===== src/rtl/qmac_pkg.sv =====
package qmac_pkg;

  typedef enum logic [3:0] {
    OP_NOP   = 4'd0,
    OP_LDX   = 4'd1,
    OP_LDY   = 4'd2,
    OP_LDXY  = 4'd3,
    OP_MACXY = 4'd4,
    OP_ADDP  = 4'd5,
    OP_SUBP  = 4'd6,
    OP_ADDW  = 4'd7,
    OP_SUBW  = 4'd8,
    OP_MOVP  = 4'd9,
    OP_MOVW  = 4'd10,
    OP_ASR   = 4'd11,
    OP_LSR   = 4'd12,
    OP_ASL   = 4'd13,
    OP_TGL   = 4'd14,
    OP_LIM   = 4'd15
  } qmac_op_e;

  typedef struct packed {
    logic load_x;
    logic load_y;
    logic y_from_a;
    logic accumulate;
  } qmac_mul_ctl_t;

endpackage


===== src/rtl/qmac_mult.sv =====
module qmac_mult #(
  parameter int DW = 16
) (
  input  logic [DW-1:0]   x_nxt,
  input  logic [DW-1:0]   y_nxt,
  input  logic [2*DW-1:0] prev_prod,
  input  logic            accumulate,
  output logic [2*DW-1:0] prod_nxt,
  output logic            corner
);
  localparam int PW = 2 * DW;
  localparam logic [DW-1:0] MIN_OP  = {1'b1, {(DW-1){1'b0}}};
  localparam logic [PW-1:0] MAX_P   = {1'b0, {(PW-1){1'b1}}};
  localparam logic [PW-1:0] MIN_P   = {1'b1, {(PW-1){1'b0}}};

  // Fractional multiply: full signed product doubled, -1*-1 pinned to max.
  function automatic logic [PW-1:0] frac_mul(input logic [DW-1:0] a, input logic [DW-1:0] b);
    logic signed [PW-1:0] ea;
    logic signed [PW-1:0] eb;
    logic signed [PW-1:0] full;
    ea   = PW'($signed(a));
    eb   = PW'($signed(b));
    full = ea * eb;
    if (a == MIN_OP && b == MIN_OP) return MAX_P;
    return full <<< 1;
  endfunction

  // Saturating 32-bit addition of two signed products.
  function automatic logic [PW-1:0] sat_add(input logic [PW-1:0] p, input logic [PW-1:0] q);
    logic [PW:0] s;
    s = {p[PW-1], p} + {q[PW-1], q};
    if (s[PW] != s[PW-1]) return s[PW] ? MIN_P : MAX_P;
    return s[PW-1:0];
  endfunction

  logic [PW-1:0] fresh;

  always_comb begin
    fresh    = frac_mul(x_nxt, y_nxt);
    prod_nxt = accumulate ? sat_add(prev_prod, fresh) : fresh;
    corner   = (x_nxt == MIN_OP) && (y_nxt == MIN_OP);
  end

endmodule


===== src/rtl/qmac_alu.sv =====
module qmac_alu
  import qmac_pkg::*;
#(
  parameter int DW    = 16,
  parameter int GUARD = 8,
  parameter int SELW  = 6
) (
  input  qmac_op_e                 op,
  input  logic                     op_valid,
  input  logic [2*DW+GUARD-1:0]    acc,
  input  logic [2*DW-1:0]          prod,
  input  logic [2*DW-1:0]          wide,
  input  logic [SELW-1:0]          sel,
  output logic [2*DW+GUARD-1:0]    acc_nxt,
  output logic                     acc_we,
  output logic                     limit_hit
);
  localparam int PW = 2 * DW;
  localparam int AW = PW + GUARD;

  function automatic logic [AW-1:0] widen(input logic [PW-1:0] v);
    return AW'($signed(v));
  endfunction

  logic [AW-1:0] lim_val;

  generate
    if (GUARD > 0) begin : g_limit
      localparam logic [AW-1:0] MAX_A = AW'({1'b0, {(PW-1){1'b1}}});
      localparam logic [AW-1:0] MIN_A = ~MAX_A;
      logic [GUARD:0] top_bits;
      logic           in_range;
      always_comb begin
        top_bits  = acc[AW-1:PW-1];
        in_range  = (&top_bits) | ~(|top_bits);
        limit_hit = !in_range;
        lim_val   = in_range ? acc : (acc[AW-1] ? MIN_A : MAX_A);
      end
    end else begin : g_nolimit
      always_comb begin
        limit_hit = 1'b0;
        lim_val   = acc;
      end
    end
  endgenerate

  always_comb begin
    acc_nxt = acc;
    acc_we  = op_valid;
    unique case (op)
      OP_ADDP: acc_nxt = acc + widen(prod);
      OP_SUBP: acc_nxt = acc - widen(prod);
      OP_ADDW: acc_nxt = acc + widen(wide);
      OP_SUBW: acc_nxt = acc - widen(wide);
      OP_MOVP: acc_nxt = widen(prod);
      OP_MOVW: acc_nxt = widen(wide);
      OP_ASR:  acc_nxt = $signed(acc) >>> sel;
      OP_LSR:  acc_nxt = acc >> sel;
      OP_ASL:  acc_nxt = acc << sel;
      OP_TGL:  acc_nxt = (int'(sel) < AW) ? (acc ^ (AW'(1) << sel)) : acc;
      OP_LIM:  acc_nxt = lim_val;
      default: acc_we  = 1'b0;
    endcase
  end

endmodule


===== src/rtl/qmac_unit.sv =====
module qmac_unit
  import qmac_pkg::*;
#(
  parameter int DW    = 16,
  parameter int GUARD = 8,
  parameter int SELW  = $clog2(2*DW+GUARD)
) (
  input  logic                   clk,
  input  logic                   rst_n,
  input  logic                   op_valid,
  input  logic [3:0]             op_code,
  input  logic [DW-1:0]          opnd_a,
  input  logic [DW-1:0]          opnd_b,
  input  logic [2*DW-1:0]        wide_in,
  input  logic [SELW-1:0]        sel_in,
  output logic [DW-1:0]          x_q,
  output logic [DW-1:0]          y_q,
  output logic [2*DW-1:0]        prod_q,
  output logic [2*DW+GUARD-1:0]  acc_q
);
  localparam int PW = 2 * DW;
  localparam int AW = PW + GUARD;

  qmac_op_e      op;
  qmac_mul_ctl_t mctl;
  logic [DW-1:0] x_nxt;
  logic [DW-1:0] y_nxt;
  logic [PW-1:0] prod_nxt;
  logic [AW-1:0] acc_nxt;

  // Named internal events, visible to the bound checker.
  logic prod_we;
  logic acc_we;
  logic mul_corner;
  logic limit_hit;

  assign op = qmac_op_e'(op_code);

  always_comb begin
    mctl = '0;
    if (op_valid) begin
      unique case (op)
        OP_LDX:   mctl.load_x = 1'b1;
        OP_LDY:   begin mctl.load_y = 1'b1; mctl.y_from_a = 1'b1; end
        OP_LDXY:  begin mctl.load_x = 1'b1; mctl.load_y = 1'b1; end
        OP_MACXY: begin mctl.load_x = 1'b1; mctl.load_y = 1'b1; mctl.accumulate = 1'b1; end
        default:  mctl = '0;
      endcase
    end
    prod_we = mctl.load_x | mctl.load_y;
    x_nxt   = mctl.load_x ? opnd_a : x_q;
    y_nxt   = mctl.load_y ? (mctl.y_from_a ? opnd_a : opnd_b) : y_q;
  end

  qmac_mult #(.DW(DW)) u_mult (
    .x_nxt      (x_nxt),
    .y_nxt      (y_nxt),
    .prev_prod  (prod_q),
    .accumulate (mctl.accumulate),
    .prod_nxt   (prod_nxt),
    .corner     (mul_corner)
  );

  qmac_alu #(.DW(DW), .GUARD(GUARD), .SELW(SELW)) u_alu (
    .op        (op),
    .op_valid  (op_valid),
    .acc       (acc_q),
    .prod      (prod_q),
    .wide      (wide_in),
    .sel       (sel_in),
    .acc_nxt   (acc_nxt),
    .acc_we    (acc_we),
    .limit_hit (limit_hit)
  );

  always_ff @(posedge clk or negedge rst_n) begin
    if (!rst_n) begin
      x_q    <= '0;
      y_q    <= '0;
      prod_q <= '0;
      acc_q  <= '0;
    end else begin
      if (mctl.load_x) x_q <= x_nxt;
      if (mctl.load_y) y_q <= y_nxt;
      if (prod_we)     prod_q <= prod_nxt;
      if (acc_we)      acc_q  <= acc_nxt;
    end
  end

endmodule


===== config.mk =====
export PLATFORM = sky130hd
export DESIGN_NAME = qmac_unit
export DESIGN_NICKNAME = d
export VERILOG_FILES = /design/src/rtl/qmac_pkg.sv /design/src/rtl/qmac_mult.sv /design/src/rtl/qmac_alu.sv /design/src/rtl/qmac_unit.sv
export SDC_FILE = /design/constraint.sdc
export NUM_CORES = 2
export LEC_CHECK = 0
export BUFFER_PORTS_ARGS = -buffer_cell sky130_fd_sc_hd__buf_4
export CAP_MARGIN = 20
export CORE_ASPECT_RATIO = 1.25
export CORE_MARGIN = 4
export CORE_UTILIZATION = 65
export DETAILED_ROUTE_END_ITERATION = 7
export PLACE_DENSITY = 0.85
export SLEW_MARGIN = 10
export SYNTH_ARGS = -nofsm -noshare
export SYNTH_HDL_FRONTEND = slang
export SYNTH_HIERARCHICAL = 1
export SYNTH_SLANG_ARGS = --single-unit

===== constraint.sdc =====
create_clock -name clk -period 10.2 [get_ports clk]
set_input_delay 0.51 -clock clk [delete_from_list [all_inputs] [get_ports clk]]
set_output_delay 0.51 -clock clk [all_outputs]
set_load 0.1 [all_outputs]

# Yosys cells after proc, flatten, opt, wreduce, memory -nomap -nowiden
# Cells that the tools add are included.
# classes
add_sub_neg	5
multipliers	1
order_cmp	1
eq_ne	20
shifts	4
muxes	21
n_bitwise	4
reduce_logical	8
# op_table
op	count
one-hot mux 40 bit (11 select lines)	1
2-to-1 mux 32 bit	6
2-to-1 mux 40 bit	3
adder 40 bit	2
subtractor 40 bit	2
2-to-1 mux 16 bit	3
left shift 1 x 6 -> 40 bit (first input constant)	1
left shift 40 x 6 -> 40 bit	1
right shift 40 x 6 -> 40 bit	1
>>> shifter 40 x 6 -> 40 bit	1
XOR 40 bit	1
adder 32 x 32 -> 33 bit	1
equality test 16 bit (second input constant)	2
equality test 4 bit (second input constant)	8
multiplier 16 x 16 -> 31 bit	1
equality test 4 x 3 -> 1 bit (second input constant)	4
nonzero test 11 bit	1
OR reduction 11 bit	1
AND reduction 9 bit	1
OR reduction 9 bit	1
equality test 4 x 2 -> 1 bit (second input constant)	2
2-to-1 mux 1 bit	7
less-than comparator 6 bit (second input constant)	1
OR reduction 3 bit	2
other kinds (9)	10
# totals
register_bits	104
input_bits	77
output_inout_bits	104
word_cells	68

# Logic depth before layout (Yosys ltp)
# depth
depth_word	15
mapped_depth	42
mapped_depth_nobuf	37

# By module
# Netlist, hierarchy kept.
# modules_own_cells
mod	n_inst	cells_each	area_per_inst_um2	seq_area_each_um2
qmac_mult	1	1438	12025.3	0.0
qmac_alu	1	1766	11365.9	0.0
qmac_unit	1	280	4626.9	2602.5

# Least setup slack after synthesis
# OpenSTA, ideal clock, no wires.
# synth_path
path_kind	input -> register
startpoint	input port op_code[1]
endpoint	register prod_q[1]
setup_ns	0.126
t_arrival_ns	9.223
required_ns	10.074
setup_slack_ns	0.851
stages	35
n_path_buf	3
path_cell_list	or3b_4 > a21oi_4 > buf_4 > mux2_2 > clkbuf_1 > clkbuf_1 > nand2_1 > inv_1 > fa_1 > inv_1 > fa_1 > inv_1 > fa_1 > fa_1 > fa_1 > inv_1 > fa_1 > inv_1 > ha_1 > nand4_1 > or2_2 > o21ai_0 > xnor2_1 > nand2_1 > ha_1 > and4_1 > and2_1 > a22oi_1 > and3_4 > o21ai_2 > a211oi_4 > xnor2_2 > maj3_2 > mux2_2 > mux2_2
# synth_between
elab_chain_cells	14
word_cells_on_any_way	28
classes_between	add/sub (1); mul (1); eq/ne (7); mux (15); bitwise (1); reduce/logical (3)
# synth_lines
item	line	text
start, declared	qmac_unit.sv:11	input logic [3:0] op_code,
equality test 4 x 3 -> 1 bit or equality test 4 x 2 -> 1 bit (tied branches)	qmac_unit.sv:42	unique case (op)
OR reduction 3 bit (no line) or 2-to-1 mux 1 bit (tied branches)	-	
2-to-1 mux 1 bit or 2-to-1 mux 4 bit (tied branches)	qmac_unit.sv:42, qmac_unit.sv:41	
2-to-1 mux 4 bit (*)	qmac_unit.sv:41	if (op_valid) begin
2-to-1 mux 16 bit (*)	qmac_unit.sv:52	y_nxt = mctl.load_y ? (mctl.y_from_a ? opnd_a : opnd_b) : y_q;
named net y_nxt[1]	qmac_unit.sv:27	logic [DW-1:0] y_nxt;
parallel branches: the longest is 3 deep, another holds multiplier 16 x 16 -> 31 bit	-	
2-to-1 mux 32 bit (*)	qmac_mult.sv:25	return full <<< 1;
adder 32 x 32 -> 33 bit	qmac_mult.sv:31	s = {p[PW-1], p} + {q[PW-1], q};
2-to-1 mux 32 bit or != test 1 bit (tied branches)	qmac_mult.sv:32	if (s[PW] != s[PW-1]) return s[PW] ? MIN_P : MAX_P;
2-to-1 mux 32 bit or 2-to-1 mux 1 bit (tied branches)	qmac_mult.sv:32	
2-to-1 mux 32 bit	qmac_mult.sv:33	return s[PW-1:0];
2-to-1 mux 32 bit (*)	qmac_mult.sv:40	prod_nxt = accumulate ? sat_add(prev_prod, fresh) : fresh;
named net prod_nxt[1]	qmac_unit.sv:28	logic [PW-1:0] prod_nxt;
end signal, assigned	qmac_unit.sv:85	if (prod_we) prod_q <= prod_nxt;
end, declared	qmac_unit.sv:18	output logic [2*DW-1:0] prod_q,
# Mark *: on every way through the listed nets, which the timed path passes. The select of a mux whose other input is x is not followed.
# A chain may end at the register's enable or synchronous reset.

# Worst setup path in the final report
# layout_path
startpoint	input port op_code[2]
endpoint	register prod_q[4]
# The elaborated chain is that of the path after synthesis.

==> flow_summary_export.csv <==
group,metric,value,unit
outcome,outcome,"finished with violations",
outcome,failed_checks,"design-rule violations",
global_route,grt_max_degree,73,
critical_path,regToRegStartpoint,"y_q[2]",
synth,syn-instance-count,3484,
drt,wire_per_inst,29.7,µm
run,max_cap_violations,0,
drt,detailroute.via_count,30000,
clock_network,clk_latency,0.39,ns
sta,maxSlewHeadroom,11.1,%
synth,post_synth.cell_area_avg,8.04,µm²
global_route,groute.usage.overall,50.8,%
global_route,grt_overflow_total,0,
sta,setup-violations-final,0,
floorplan,io-pin-count,181,
global_route,first_global_vias,29600,
critical_path,path_max_fanout,32,
floorplan,die_area,46500,µm²
global_route,grt-busiest-layer,"met2",
synth,yosysWarningCount,6,
final_layout,layout.cells.non_filler,4079,
sta,setup-tns-final,0,ns
sta,final.setup_skew,0.0182,ns
synth,synth.net_count,3973,
sta,tightestPinTransition,1.33,ns
placed_design,dp_cells,4051,
clock_network,ctsHoldBuffers,0,
drt,drt-total-wl,121000,µm
critical_path,worst_setup_path_startpoint,"op_code[2]",
floorplan,die_height,240,µm
sta,timing.fmax,101,MHz
final_layout,fillCellCount,3202,
synth,synth-seq-cells,104,
global_route,gr-usage-met2,81.7,%
min_path,class_of_the_worst_hold_path,"in -> async",
final_layout,drive_above_1_share,15.8,%
synth,area_leader_netlist,"fa_1",
critical_path,worst_path_max_delay_cell,"fa_1",
floorplan,initial_core_util,66.1,%
placed_design,detailed_place_hpwl,91100,µm
synth,synthFlopType,"dfrtp_1",
critical_path,path_delay_family,"adder cells",
clock_network,library_cell_used_as_clock_root_buffer,"clkbuf_16",
synth,count_of_flip_flops_with_a_built_in_enable_after_synthesis,0,
drt,drtAntennaViolNets,0,
synth,number_of_distinct_standard_cells_referenced_by_the_synthesized_netlist,96,
floorplan,floorplan.core_area,42400,µm²
synth,yosysTopAreaCellShare,18.4,%
clock_network,clk_pin_slew_worst_paths,0.09,ns
synth,synth-seq-area-share,9.29,%
synth,synth_area,28000,µm²
global_route,antenna_found_initial,9,
critical_path,cp_num_buf_inv,6,
clock_network,cts_tree,"built",
global_route,grt_pass1_wl,181000,µm
clock_network,htree_levels,3,
global_route,met1_track_demand_over_resource_in_global_routing,53.4,%
clock_network,cts-root-to-sink-buffers,2,
clock_network,clock_sinks,104,
sta,timing_max_transition_violations_final,0,
clock_network,cts_made_buffers,9,
critical_path,cp-start-kind,"input port",
critical_path,worstSetupEndpointType,"flop",
final_layout,layout.core_utilization,70.9,%
critical_path,worstSetupPathType,"in -> reg",
sta,fin_crit_sh,97.2,%
sta,timing_hold_violations_final,0,
final_layout,area_growth,7.14,%
critical_path,critPathMostFrequentCell,"fa_1",
floorplan,placement_row_count,84,
critical_path,critical_path_arrival,10.18,ns
drt,number_of_violations_reported_at_the_end_of_detailed_routing_iteration_0,4407,
synth,ys_top_cells_by_area,"fa_1 18%, dfrtp_1 9.3%, ha_1 6.9%",
clock_network,post_cts_resize_count,0,
drt,remaining_drc_errors,6,
sta,minimum_clock_period,9.91,ns
global_route,met3_usage,15.2,%
drt,drtPass1Iterations,8,
floorplan,floorplan.die.width,194,µm
critical_path,cp_data_required_time,10.47,ns
placed_design,globalplace.congestion,1.14,
clock_network,post_cts.repair.setup_buffers,0,
placed_design,count_of_input_and_output_buffers,180,
drt,via_per_inst,7.37,
final_layout,nNetsFinal,3995,
critical_path,critical-path-max-stage-delay,0.63,ns
synth,postSynth.asyncResetShare,100,%
placed cells by master (no fill, tap or decap), types with 46 or more instances in the layout:
cell,count
xnor2_1,75
nand2_1,403
nor2_1,282
a21o_1,57
dfrtp_1,104
o21ai_0,196
a21oi_1,184
ha_1,154
mux2_2,153
nor3_1,81
and2_1,133
mux2i_1,62
nand3_1,46
buf_4,242
mux4_2,55
inv_1,316
fa_1,258
cell type report:
| class | count | area (µm²) | area share [%] |
|---|---|---|---|
| Multi-Input combinational cell | 2825 | 23300 | 77.6 |
| Sequential cell | 104 | 2600 | 8.67 |
| Timing Repair Buffer | 246 | 1870 | 6.24 |
| Inverter | 320 | 1200 | 4.01 |
| Tap cell | 559 | 699 | 2.33 |
| Clock buffer | 9 | 225 | 0.750 |
| Clock inverter | 7 | 88.8 | 0.296 |
| Antenna cell | 9 | 22.5 | 0.0750 |
metrics by stage:
step           area, µm²  worst slack, ns  hold slack [ns]
3_3_place_gp       29600            0.297            0.516
2_1_floorplan      28000            0.851            0.214
4_1_cts            29900            0.263            0.178
5_1_grt            30000          -0.0532            0.197
3_5_place_dp       29600           -0.118            0.527
6_report           30000            0.287            0.157
routing by layer:
layer / up-vias / wire length [µm]
met5: - / 35
met4: 6 / 15500
met3: 962 / 13800
met2: 2682 / 54900
met1: 14100 / 36800
li1: 12300 / -
synthesized netlist by cell type, types with 25 or more instances:
cell,instances
nand2b_1,40
o22ai_1,27
o21ai_0,198
mux4_2,55
or3_1,28
nand3_1,46
nand4_1,25
a31oi_1,32
mux2_4,30
a21o_1,57
and2_1,134
dfrtp_1,104
nand2_1,403
xnor2_1,75
mux2i_1,63
ha_1,154
a21oi_1,186
nor3_1,82
o211ai_1,26
xor2_1,43
fa_1,258
a221oi_1,44
inv_1,317
buf_1,29
clkbuf_1,181
nor2_1,287
mux2_2,154
a211oi_1,45
cells by family after synthesis:
| kind of cell | after synthesis | share of synthesized area, % |
|---|---|---|
| muxes | 306 | 14.6 |
| adders and majority gates | 413 | 25.4 |
| xor gates and xnor gates | 119 | 3.75 |
| and+or+nand+nor | 1158 | 19.6 |
| AOI/OAI and AO/OA | 829 | 19.6 |
| buffers and inverters | 555 | 7.76 |
| DFF | 104 | 9.29 |
flip-flops by register name, indices dropped and copies added, names as in the netlist:
signal	cells
prod_q	32
acc_q	40
y_q	16
x_q	16
path summary, 6_finish.rpt:
path	slack (ns)	end	depth (start not counted)
worst max-delay path	0.29	prod_q[4]	34
worst min-delay path	0.16	prod_q[7]	1
worst max register to register	1.12	prod_q[4]	30
worst min register to register	0.54	y_q[15]	1
max in group asynchronous	8.66	acc_q[39]	2
min in group clk	0.39	x_q[13]	2
worst reg2reg max path, delay by kind of cell, from the launching register on:
family / cells / cell delay, ns
adders and majority gates: 8 / 4.05
AOI/OAI and AO/OA: 10 / 2.03
muxes: 2 / 0.78
buffers and inverters: 4 / 0.77
and+or+nand+nor: 4 / 0.56
DFF: 1 / 0.44
xor gates and xnor gates: 2 / 0.36
Power is left out: the tool's default activity adds up to more than one toggle a clock period on the data nets, which glitch-free logic cannot reach.
